===== src/rtl/timer_pkg.sv =====
package timer_pkg;

    localparam int NUM_CH = 3;
    localparam int CNT_W  = 16;
    localparam int BYTE_W = 8;

    typedef enum logic [1:0] {
        ACC_LATCH = 2'b00,
        ACC_LOW   = 2'b01,
        ACC_HIGH  = 2'b10,
        ACC_LOHI  = 2'b11
    } access_e;

    localparam logic [2:0] MODE_RATE = 3'b010;
    localparam logic [1:0] CTRL_ADDR = 2'd3;

    typedef struct packed {
        logic [CNT_W-1:0]  count;
        logic [CNT_W-1:0]  reload;
        logic [CNT_W-1:0]  snap;
        logic [BYTE_W-1:0] low_hold;
        logic              armed;
        logic              wr_hi;
        logic              rd_hi;
        logic              latched;
        logic              out;
    } ch_state_t;

endpackage


===== src/rtl/timer_edge_sync.sv =====
module timer_edge_sync #(
    parameter int STAGES = 2
) (
    input  logic clk,
    input  logic rst_n,
    input  logic async_i,
    output logic rise_o
);
    localparam int LEN = STAGES + 1;

    logic [LEN-1:0] sync_d, sync_q;

    always_comb begin
        sync_d = {sync_q[LEN-2:0], async_i};
    end

    always_ff @(posedge clk) begin
        if (!rst_n) sync_q <= '0;
        else        sync_q <= sync_d;
    end

    assign rise_o = sync_q[LEN-2] & ~sync_q[LEN-1];

endmodule


===== src/rtl/timer_bus_decode.sv =====
module timer_bus_decode
    import timer_pkg::*;
(
    input  logic              cs,
    input  logic              rd,
    input  logic              wr,
    input  logic [1:0]        addr,
    input  logic [BYTE_W-1:0] wdata,
    output logic [NUM_CH-1:0] ctl_load,
    output logic [NUM_CH-1:0] latch_cmd,
    output logic [NUM_CH-1:0] data_wr,
    output logic [NUM_CH-1:0] data_rd
);
    logic       ctl_wr;
    logic [1:0] f_chan;
    access_e    f_acc;
    logic [2:0] f_mode;
    logic       f_bcd;
    logic       load_ok;

    always_comb begin
        ctl_wr  = cs && wr && (addr == CTRL_ADDR);
        f_chan  = wdata[7:6];
        f_acc   = access_e'(wdata[5:4]);
        f_mode  = wdata[3:1];
        f_bcd   = wdata[0];
        load_ok = (f_acc == ACC_LOHI) && (f_mode == MODE_RATE) && !f_bcd;
    end

    for (genvar i = 0; i < NUM_CH; i++) begin : g_dec
        assign ctl_load[i]  = ctl_wr && (f_chan == 2'(i)) && load_ok;
        assign latch_cmd[i] = ctl_wr && (f_chan == 2'(i)) && (f_acc == ACC_LATCH);
        assign data_wr[i]   = cs && wr && (addr == 2'(i));
        assign data_rd[i]   = cs && rd && !wr && (addr == 2'(i));
    end

endmodule


===== src/rtl/timer_channel.sv =====
module timer_channel
    import timer_pkg::*;
(
    input  logic              clk,
    input  logic              rst_n,
    input  logic              tick_i,
    input  logic              gate_i,
    input  logic              ctl_i,
    input  logic              latch_i,
    input  logic              wr_i,
    input  logic              rd_i,
    input  logic [BYTE_W-1:0] wdata_i,
    output logic [BYTE_W-1:0] rdata_o,
    output logic              out_o
);
    ch_state_t        s_d, s_q;
    logic [CNT_W-1:0] next_cnt;
    logic [CNT_W-1:0] view;

    always_comb begin
        s_d      = s_q;
        next_cnt = (s_q.count == CNT_W'(1)) ? s_q.reload : s_q.count - CNT_W'(1);

        if (tick_i && gate_i && s_q.armed) begin
            s_d.count = next_cnt;
            s_d.out   = (next_cnt != CNT_W'(1));
        end
        if (!gate_i) s_d.out = 1'b1;

        if (latch_i && !s_q.latched) begin
            s_d.snap    = s_q.count;
            s_d.latched = 1'b1;
        end

        if (rd_i) begin
            s_d.rd_hi = !s_q.rd_hi;
            if (s_q.rd_hi && s_q.latched) s_d.latched = 1'b0;
        end

        if (wr_i) begin
            if (!s_q.wr_hi) begin
                s_d.low_hold = wdata_i;
                s_d.wr_hi    = 1'b1;
            end else begin
                s_d.reload = {wdata_i, s_q.low_hold};
                s_d.count  = {wdata_i, s_q.low_hold};
                s_d.armed  = 1'b1;
                s_d.wr_hi  = 1'b0;
                s_d.out    = 1'b1;
            end
        end

        if (ctl_i) begin
            s_d.armed   = 1'b0;
            s_d.wr_hi   = 1'b0;
            s_d.rd_hi   = 1'b0;
            s_d.latched = 1'b0;
            s_d.out     = 1'b1;
        end
    end

    always_ff @(posedge clk) begin
        if (!rst_n) begin
            s_q     <= '0;
            s_q.out <= 1'b1;
        end else begin
            s_q <= s_d;
        end
    end

    always_comb begin
        view    = s_q.latched ? s_q.snap : s_q.count;
        rdata_o = s_q.rd_hi ? view[CNT_W-1:BYTE_W] : view[BYTE_W-1:0];
        out_o   = s_q.out;
    end

    // gate low freezes the count
    a_r6_gate_holds_count: assert property (@(posedge clk) disable iff (!rst_n)
        (!gate_i && !wr_i && !ctl_i) |=> $stable(s_q.count));

    // gate low forces the output high
    a_r6_gate_out_high: assert property (@(posedge clk) disable iff (!rst_n)
        !gate_i |=> s_q.out);

    // an edge at count 1 reloads the start value
    a_r4_reload_at_one: assert property (@(posedge clk) disable iff (!rst_n)
        (s_q.armed && tick_i && gate_i && s_q.count == CNT_W'(1) && !wr_i && !ctl_i)
        |=> (s_q.count == s_q.reload));

    // the low pulse lasts until the next count edge
    a_r4_low_until_edge: assert property (@(posedge clk) disable iff (!rst_n)
        (!s_q.out && !tick_i && gate_i && !wr_i && !ctl_i) |=> !s_q.out);

    // an unloaded channel does not count
    a_r3_idle_until_loaded: assert property (@(posedge clk) disable iff (!rst_n)
        (!s_q.armed && !wr_i) |=> $stable(s_q.count));

    // a held snapshot stays put until released
    a_r7_snapshot_frozen: assert property (@(posedge clk) disable iff (!rst_n)
        (s_q.latched && !ctl_i && !(rd_i && s_q.rd_hi))
        |=> (s_q.latched && $stable(s_q.snap)));

endmodule


===== src/rtl/tri_interval_timer.sv =====
module tri_interval_timer
    import timer_pkg::*;
#(
    parameter int SYNC_STAGES = 2
) (
    input  logic              clk,
    input  logic              rst_n,
    input  logic              cs,
    input  logic              rd,
    input  logic              wr,
    input  logic [1:0]        addr,
    input  logic [BYTE_W-1:0] wdata,
    output logic [BYTE_W-1:0] rdata,
    input  logic [NUM_CH-1:0] cnt_clk,
    input  logic [NUM_CH-1:0] gate,
    output logic [NUM_CH-1:0] tmr_out
);
    logic [NUM_CH-1:0] ctl_load, latch_cmd, data_wr, data_rd, tick;
    logic [BYTE_W-1:0] ch_rdata [NUM_CH];
    logic [BYTE_W-1:0] rdata_d, rdata_q;

    timer_bus_decode u_dec (
        .cs        (cs),
        .rd        (rd),
        .wr        (wr),
        .addr      (addr),
        .wdata     (wdata),
        .ctl_load  (ctl_load),
        .latch_cmd (latch_cmd),
        .data_wr   (data_wr),
        .data_rd   (data_rd)
    );

    for (genvar i = 0; i < NUM_CH; i++) begin : g_ch
        timer_edge_sync #(.STAGES(SYNC_STAGES)) u_sync (
            .clk     (clk),
            .rst_n   (rst_n),
            .async_i (cnt_clk[i]),
            .rise_o  (tick[i])
        );

        timer_channel u_ch (
            .clk     (clk),
            .rst_n   (rst_n),
            .tick_i  (tick[i]),
            .gate_i  (gate[i]),
            .ctl_i   (ctl_load[i]),
            .latch_i (latch_cmd[i]),
            .wr_i    (data_wr[i]),
            .rd_i    (data_rd[i]),
            .wdata_i (wdata),
            .rdata_o (ch_rdata[i]),
            .out_o   (tmr_out[i])
        );
    end

    always_comb begin
        rdata_d = rdata_q;
        if (cs && rd && !wr) begin
            case (addr)
                2'd0:    rdata_d = ch_rdata[0];
                2'd1:    rdata_d = ch_rdata[1];
                2'd2:    rdata_d = ch_rdata[2];
                default: rdata_d = '0;
            endcase
        end
    end

    always_ff @(posedge clk) begin
        if (!rst_n) rdata_q <= '0;
        else        rdata_q <= rdata_d;
    end

    assign rdata = rdata_q;

    // the control address reads as zero
    a_r10_ctrl_reads_zero: assert property (@(posedge clk) disable iff (!rst_n)
        (cs && rd && !wr && addr == CTRL_ADDR) |=> (rdata == '0));

    // a bus cycle reaches at most one channel
    a_r2_single_target: assert property (@(posedge clk) disable iff (!rst_n)
        $onehot0(ctl_load | latch_cmd | data_wr | data_rd));

endmodule


===== config.mk =====
export PLATFORM = sky130hd
export DESIGN_NAME = tri_interval_timer
export DESIGN_NICKNAME = d
export VERILOG_FILES = /design/src/rtl/timer_pkg.sv /design/src/rtl/timer_edge_sync.sv /design/src/rtl/timer_bus_decode.sv /design/src/rtl/timer_channel.sv /design/src/rtl/tri_interval_timer.sv
export SDC_FILE = /design/constraint.sdc
export NUM_CORES = 1
export LEC_CHECK = 0
export CAP_MARGIN = 15
export CORE_UTILIZATION = 51
export DETAILED_ROUTE_END_ITERATION = 10
export MAX_ROUTING_LAYER = met4
export PLACE_DENSITY = 0.75
export REMOVE_ABC_BUFFERS = 1
export SYNTH_ARGS = -nofsm -noshare
export SYNTH_HDL_FRONTEND = slang
export SYNTH_SLANG_ARGS = --single-unit

===== constraint.sdc =====
create_clock -name clk -period 3.3 [get_ports clk]
set_input_delay 0.33 -clock clk [delete_from_list [all_inputs] [get_ports clk]]
set_output_delay 0.33 -clock clk [all_outputs]
set_load 0.005 [all_outputs]

-- Yosys cells after proc, flatten, opt, wreduce, memory -nomap -nowiden
Index checks and enable logic that the tools add are counted.
- bits in latches: 0
- memories: 0
- register bits after elaboration: 200
- bits in writable memories: 0
- output and inout bits: 11
- ROM bits: 0
- reduce and logical (&&, ||, !) cells: 53
- add/sub/neg operators: 3
- multiply operators: 0
- equality and inequality tests: 13
- div/mod/pow operators: 0
- order comparisons: 0
- mux-type cells: 43
- shifts and indexed selects: 0
- bitwise gates (word level): 10
- operator list (cell ; number):
    32-bit two-way mux ; 6
    16-bit two-way mux ; 9
    16-bit by 1-bit == test with 1-bit output (second input constant) ; 3
    16-bit by 1-bit != test with 1-bit output (second input constant) ; 3
    16-bit by 1-bit subtractor with 16-bit output (second input constant) ; 3
    1-bit logical AND ; 33
    1-bit two-way mux ; 24
    8-bit two-way mux ; 3
    8-bit case mux with 3 select lines ; 1
    2-bit AND reduction ; 6
    2-bit == test (second input constant) ; 4
    1-bit logical NOT ; 8
    1-bit inverter ; 7
    2-bit logical NOT ; 3
    2-bit OR reduction ; 3
    2-bit by 1-bit == test with 1-bit output (second input constant) ; 2
    1-bit AND ; 3
    3-bit by 2-bit == test with 1-bit output (second input constant) ; 1

-- Depth between registers and ports, before layout
Gate-level depths: netlist (run 1).
- depth in word-level cells: 8
- depth in mapped cells: 11

-- Cells and area by module
A second synthesis (run 1) with hierarchy kept.
- cells, all modules: 1315
- area total of the unflattened synthesis: 10909.2 sq um
- modules (own cells, without submodules) (module ; cells an instance ; seq. area each (sq um) ; times used ; area an instance (sq um)):
    timer_channel ; 408 ; 1221.2 ; 3 ; 3337.0
    tri_interval_timer ; 47 ; 160.2 ; 1 ; 473.0
    timer_edge_sync ; 7 ; 60.1 ; 3 ; 92.6
    timer_bus_decode ; 23 ; 0.0 ; 1 ; 147.6

-- Worst setup path after synthesis (run 1)
No wires, ideal clock.
- kind: flip-flop to flip-flop
- from: register g_ch[1].u_ch.s_q[45] in the netlist's numbering
- to: register g_ch[1].u_ch.s_q[57] in the netlist's numbering
- path buffers: 0
- data arrival time: 2204 ps
- required time: 3180 ps
- cell stages (with the launch flop): 10
- clock period less this slack: 2324 ps
- slack: 976 ps
- path through: dfxtp_1 inv_1 ha_1 nor4b_1 or3b_2 xnor2_1 mux2i_1 nor2_1 a211oi_1 nor2_1
- cells in the longest elaborated chain, start to end: 5
- elaborated cells on any way between the ends: 6
- RTL lines (item ; RTL line ; source):
    start, declared ; timer_channel.sv:16 ; ch_state_t s_d, s_q;
    16-bit by 1-bit subtractor with 16-bit output / 16-bit by 1-bit == test with 1-bit output (equally long branches) ; timer_channel.sv:22 ; next_cnt = (s_q.count == CNT_W'(1)) ? s_q.reload : s_q.count - CNT_W'(1);
    16-bit two-way mux (*) ; timer_channel.sv:22 ;
    16-bit two-way mux (*) ; timer_channel.sv:24 ; if (tick_i && gate_i && s_q.armed) begin
    32-bit two-way mux ; timer_channel.sv:41 ; if (!s_q.wr_hi) begin
    32-bit two-way mux (*) ; timer_channel.sv:40 ; if (wr_i) begin
Every way passes the cells marked *; elsewhere a longest branch is shown, timed or not.
A chain may end at the register's enable or synchronous reset.

-- Worst setup path in the final report (run 1)
- from: register g_ch[2].u_ch.s_q[45] in the netlist's numbering
- to: register g_ch[2].u_ch.s_q[55] in the netlist's numbering
- cells in the longest elaborated chain, start to end: 5
- elaborated cells on any way between the ends: 6
- RTL lines (item ; RTL line):
    start, declared ; timer_channel.sv:16
    16-bit by 1-bit subtractor with 16-bit output / 16-bit by 1-bit == test with 1-bit output (equally long branches) ; timer_channel.sv:22
    16-bit two-way mux (*) ; timer_channel.sv:22
    16-bit two-way mux (*) ; timer_channel.sv:24
    32-bit two-way mux ; timer_channel.sv:41
    32-bit two-way mux (*) ; timer_channel.sv:40
Marks and branches as above.

==> flow_summary.yaml, run 1 <==
run_status:
  status: "finished, final reports clean"
pwr:
  ir_drop_mv: 0.329
  power.total_uw: 4860
  p_leak_uw: 0.00433
  power-per-cell-area_nw_per_um2: 425
drt:
  route.met3.wl_mm: 2.07
  wl_met1_mm: 12.4
  via_per_inst: 5.96
  drc: 0
  drtIter0Drc: 730
  maxUsedRoutingLayer: "met4"
  wire_per_inst_um: 18.5
  dr.pass1.iters: 5
  vias: 8756
  ant_nets: 0
  wl_met2_mm: 12.1
  routed_wl_mm: 27.1
run:
  maxCapViolCount: 0
yosys:
  synth_edf_count: 0
  ys_types: 71
  avgSynthCellArea_um2: 8.54
  ys.flop_type: "dfxtp_1"
  synth.top_cell.area_share: 0.387
  yosysSeqAreaShare: 0.387
  syn_area_um2: 10400
  async_flop_share: 0
  netlist_instances: 1212
  yosysTopAreaCell: "dfxtp_1"
  synth_area_leaders: "dfxtp_1 39%, nand2_1 7.6%, a21boi_0 6.5%"
  ys_ff_latch: 200
  ys.warnings.count: 0
cells_and_area:
  drive_above_1_share: 0.0939
  nets: 1217
  seq_area_um2: 4000
  multi_input_area_um2: 5830
  nFillCells: 1801
  n_antenna_cell: 0
  areaGrowthSynthToFinish_pct: 10.6
  final_util: 0.583
cts:
  root_buffer: "clkbuf_16"
  htree_levels: 4
  hold_buffers: 0
  postCtsSetupRepairBufs: 0
  clock_path_buffers: 2
  clkLatencyLatePin_ns: 0.44
  path_clk_slew_ns: 0.08
  cts_resized: 0
  cts_made_buffers: 17
  clock_sinks: 200
  cts_tree: "built"
sta:
  finalSetupTns_ns: 0
  fin_crit_ns: 2.60
  period_share: 0.789
  slew_violations: 0
  hold_violations: 0
  hold_slack_ns: 0.275
  maxSlewHeadroom: 0.541
  skew_ns: 0.0142
  grt_setup_unrepaired: "no"
  worstMarginPinSlew_ns: 0.682
  fmax_mhz: 384
  finalSetupViolCount: 0
placed_design:
  io_buffers: 31
  dp_hpwl_mm: 18.2
  globalplace.congestion: 0.915
worst_setup_path:
  cp-start-kind: "flop"
  slowest_delay_ns: 0.58
  worstPathMaxFanout: 10
  cp_data_arrival_time_ns: 2.98
  worstPathRequired_ns: 3.67
  path_cells: "inv_1 > ha_1 > nor3b_2 > nand2_1 > or3_1 > xor2_1 > a211oi_1 > a21oi_1 > a21oi_1"
  cp_slowest_cell: "nor3b_2"
  cp-end-kind: "flop"
  cp_common_cell: "a21oi_1"
  cp_top_family: "simple AND/OR/NAND/NOR gates"
  critPathKind: "flop to flop"
  critPathBufInv: 1
hold_path:
  hold_path.class: "input port to flop"
floorplan:
  core_um2: 19700
  design.portCount: 32
  die_y_um: 144
  die-area_um2: 20900
  initial_utilization: 0.527
  die_x_um: 144
  rows: 51
global_route:
  grt_pass1_vias: 8073
  antenna_found_initial: 0
  grt_max_degree: 170
  grt_first_pass_wirelength_mm: 43.6
  grt_util_all_layers: 0.280
  grt_remaining_overflow: 0
-- metal layers --
metal,global-route usage,vias up
li1,-,4204
met5,-,-
met4,0.0859,0
met3,0.0540,32
met1,0.385,4202
met2,0.414,318
-- metrics by stage --
| stage | area (µm²) | setup WS [ns] | instances |
|---|---|---|---|
| floorplan | 9900 | 0.266 | 1105 |
| global placement | 10800 | 0.739 | 1436 |
| detailed placement | 10800 | 0.708 | 1436 |
| CTS | 11400 | 0.723 | 1468 |
| global route | 11400 | 0.510 | 1468 |
| finish | 11400 | 0.696 | 1468 |
-- power breakdown --
| group | total [µW] | internal (µW) | switching, µW |
|---|---|---|---|
| Clock | 2160 | 1110 | 1050 |
| Combinational | 246 | 111 | 135 |
| Sequential | 2450 | 2430 | 19.3 |
| Total | 4860 | 3660 | 1200 |
-- flip-flops by register name, summed over array words and instances (netlist names) --
register	flops
g_ch.u_ch.out_o	3
g_ch.u_ch.s_q	180
g_ch.u_sync.sync_q	9
rdata	8
-- layout make-up --
class,count,area share
multi-input combinational,882,0.509
sequential,200,0.350
timing repair buffer,66,0.0509
clock buffer,18,0.0384
tap,265,0.0290
clock inverter,14,0.0153
inverter,23,0.00754
-- kinds of logic after synthesis --
kind of cell / count (synthesis) / share of synthesized area
xor+xnor: 28 / 0.0237
buf+inv: 130 / 0.0521
compound gates: 293 / 0.192
simple gates: 467 / 0.224
fa+ha+maj: 6 / 0.00725
flops: 200 / 0.387
mux: 88 / 0.114
-- cell usage in the layout, fill, tap and decap left out, types with 16 or more instances in the layout --
master / n
nand2_1: 211
dfxtp_1: 200
buf_4: 35
inv_1: 23
nor2b_1: 49
mux4_2: 23
a21boi_0: 90
nor2_1: 81
mux2i_1: 64
clkdlybuf4s50_1: 30
clkbuf_16: 17
o211a_1: 16
a21oi_1: 57
o21ai_0: 55
-- worst paths after layout --
check,from,endpoint,slack (ns),depth (start not counted)
max,g_ch[2].u_ch.s_q[45],g_ch[2].u_ch.s_q[55],0.70,9
min,rst_n,g_ch[1].u_ch.s_q[59],0.28,2
max reg2reg,g_ch[2].u_ch.s_q[45],g_ch[2].u_ch.s_q[55],0.70,9
min reg2reg,g_ch[2].u_sync.sync_q[0],g_ch[2].u_sync.sync_q[1],0.44,1
-- Yosys cell counts, drive strengths merged (13+ instances only) --
cell / count
nor2: 81
nor4: 16
mux2i: 64
a21oi: 57
and2: 16
o211a: 16
o21ai: 55
clkbuf: 88
xor2: 13
xnor2: 15
a21boi: 91
nor2b: 49
dfxtp: 200
buf: 19
mux4: 24
nand2: 211
inv: 23
-- worst reg2reg max path, stage by stage, from the launching register on --
cell and delay [ns]:
dfxtp_1 0.42, inv_1 0.12, ha_1 0.23, nor3b_2 0.58, nand2_1 0.18, or3_1 0.35
xor2_1 0.15, a211oi_1 0.27, a21oi_1 0.08, a21oi_1 0.16
Power figures use the tool's default switching activity.
==> run 2, diff against run 1 <==
clock period = 2.4 ns   (was 3.3 ns; I/O delays follow)
==> run 2 against run 1 <==
Compared with the run above: die area is the same; flip-flop and latch count did not move; combinational power is 49% higher; count of clock-buffer cells in the layout is 1 higher; worst setup slack worse by 0.59 ns; via count increased by 3.9%; final cell count rose by 5.2%; final area rose by 6.0%; sequential power up 38%; routed wire length increased by 3.9%; critical endpoint is now g_ch[1].u_ch.out_o; largest power group unchanged.
==> flow_summary.yaml, run 2 (synthesized netlist as in run 1, its figures left out) <==
cts:
  htree_levels: 4
  hold_buffers: 0
  clkLatencyLatePin_ns: 0.43
  clock_path_buffers: 2
  clock_sinks: 200
  path_clk_slew_ns: 0.07
  cts_made_buffers: 17
  root_buffer: "clkbuf_16"
  cts_tree: "built"
hold_path:
  hold_path.startpoint: "rst_n"
  holdPathStages: 2
  hold_path.class: "input port to flop"
cells_and_area:
  nFillCells: 1656
  areaGrowthSynthToFinish_pct: 17.2
  layout_commonest_cell: "nand2_1"
  largest_register_ffs: 180
  nets: 1295
  drive_above_1_share: 0.155
  n_antenna_cell: 0
  largest_register: "g_ch.u_ch.s_q"
  layout_common_cells: "211 x nand2_1, 199 x dfxtp_1, 111 x buf_4, 90 x a21boi_0, 81 x nor2_1"
worst_setup_path:
  r2r-start: "g_ch[1].u_ch.s_q[50]"
  startpoint: "g_ch[1].u_ch.s_q[50]"
  r2r.worst_path.cells: 7
  cp-end-kind: "flop"
  critPathKind: "flop to flop"
  r2r_slack_ns: 0.10
  critPathCapture: "g_ch[1].u_ch.out_o"
  r2r-end: "g_ch[1].u_ch.out_o"
  worstPathRequired_ns: 2.73
  cp_data_arrival_time_ns: 2.62
  worstPathMaxFanout: 5
  cp-start-kind: "flop"
pwr:
  power-per-cell-area_nw_per_um2: 563
  internal_power_uw: 5360
  pwr-share-clk: 0.454
  p_sw_uw: 1480
  seqPwrFrac: 0.493
  ir_drop_mv: 0.401
  comb_power_share: 0.054
  p_leak_uw: 0.00475
  switching_share: 0.216
sta:
  finalSetupViolCount: 0
  maxSlewHeadroom: 0.566
  grt_setup_unrepaired: "no"
  finalSetupTns_ns: 0
  fmax_mhz: 436
  worstMarginPinSlew_ns: 0.650
  hold_slack_ns: 0.210
  fin_crit_ns: 2.30
  skew_ns: 0.00761
  hold_violations: 0
  period_share: 0.957
  fin_ws_ns: 0.104
  slew_violations: 0
run_status:
  status: "finished, final reports clean"
placed_design:
  globalplace.congestion: 0.944
  preCtsSetupSlack_ns: -0.0637
  dp_hpwl_mm: 19.6
  io_buffers: 31
drt:
  via_per_inst: 5.89
  maxUsedRoutingLayer: "met4"
  route.met3.wl_mm: 1.81
  wl_met1_mm: 12.7
  drtIter0Drc: 881
  dr.pass1.iters: 5
  routed_wl_mm: 28.2
  ant_nets: 0
  drc: 0
  wl_met2_mm: 13.0
  vias: 9094
  wire_per_inst_um: 18.2
run:
  maxCapViolCount: 0
floorplan:
  design.portCount: 32
  die_x_um: 144
  die_y_um: 144
  die-area_um2: 20900
  initial_utilization: 0.527
  core_um2: 19700
  rows: 51
global_route:
  antenna_found_initial: 0
  grt_pass1_vias: 8281
  grt_util_all_layers: 0.285
  grt_first_pass_wirelength_mm: 44.5
  grt_remaining_overflow: 0
  grt_max_degree: 165
==> run 2: cell count changes in the layout (fill, tap and decap cells not counted), moves of 2 or more <==
cell       before  now
inv_8           4    0
buf_12          1    3
nor4_2          3    6
clkbuf_1        0    2
nor4b_2         1    3
bufinv_16       1    5
clkinv_8        3    0
nor4_1         12    8
buf_4          35  111
nor4b_1         8    6
clkinv_2        0    3
inv_6           4    1
==> run 2: area by class of cell <==
class / instances / area, µm² / share of cell area
Clock buffer: 19 / 433 / 0.0357
Clock inverter: 12 / 199 / 0.0164
Inverter: 23 / 86.3 / 0.00711
Multi-Input combinational cell: 882 / 5890 / 0.485
Sequential cell: 200 / 4010 / 0.330
Tap cell: 265 / 332 / 0.0273
Timing Repair Buffer: 144 / 1190 / 0.0983
==> run 2: repair_timing <==
item | 4_1_cts | 5_1_grt
gates resized for setup | 0 | 12
endpoints found under the setup margin | 0 | 5
buffers inserted | 0 | 3
==> run 2: per-stage QoR <==
step	cell area, µm²	util	total power (µW)	std cells
after floorplan	9900	-	3580	1105
after global placement	11400	0.581	3790	1511
after detailed placement	11400	0.581	3800	1511
after CTS	12100	0.613	6860	1542
after global routing	12100	0.618	7040	1545
final	12100	0.618	6830	1545
==> run 2: layer usage <==
layer / GRT usage / up-vias
met3: 0.0381 / 48
met2: 0.444 / 337
li1: - / 4359
met5: - / -
met4: 0.0920 / 0
met1: 0.384 / 4350
==> run 2: worst max-delay path, cell delays in order (launching register included) <==
cell,delay (ns)
dfxtp_1,0.31
or4_4,0.57
nor4b_4,0.32
and3_2,0.29
nand2_1,0.08
a211oi_1,0.29
nand4_1,0.14
o21a_1,0.20
==> run 2: worst min-delay path by stage <==
stage / endpoint / slack, ns
2_1_floorplan: g_ch[0].u_ch.s_q[47] / 0.36
3_3_place_gp: g_ch[2].u_sync.sync_q[1] / 0.41
3_5_place_dp: g_ch[0].u_sync.sync_q[1] / 0.42
4_1_cts: g_ch[1].u_ch.s_q[59] / 0.20
5_1_grt: g_ch[1].u_ch.s_q[45] / 0.21
6_report: g_ch[1].u_ch.s_q[59] / 0.21
==> run 2: power groups by stage <==
| stage | Sequential, µW | Clock (µW) | Combinational (µW) |
|---|---|---|---|
| 2_1_floorplan | 3440 | 0 | 143 |
| 3_3_place_gp | 3440 | 0 | 352 |
| 3_5_place_dp | 3440 | 0 | 356 |
| 4_1_cts | 3370 | 3130 | 358 |
| 5_1_grt | 3370 | 3280 | 388 |
| 6_report | 3370 | 3100 | 366 |
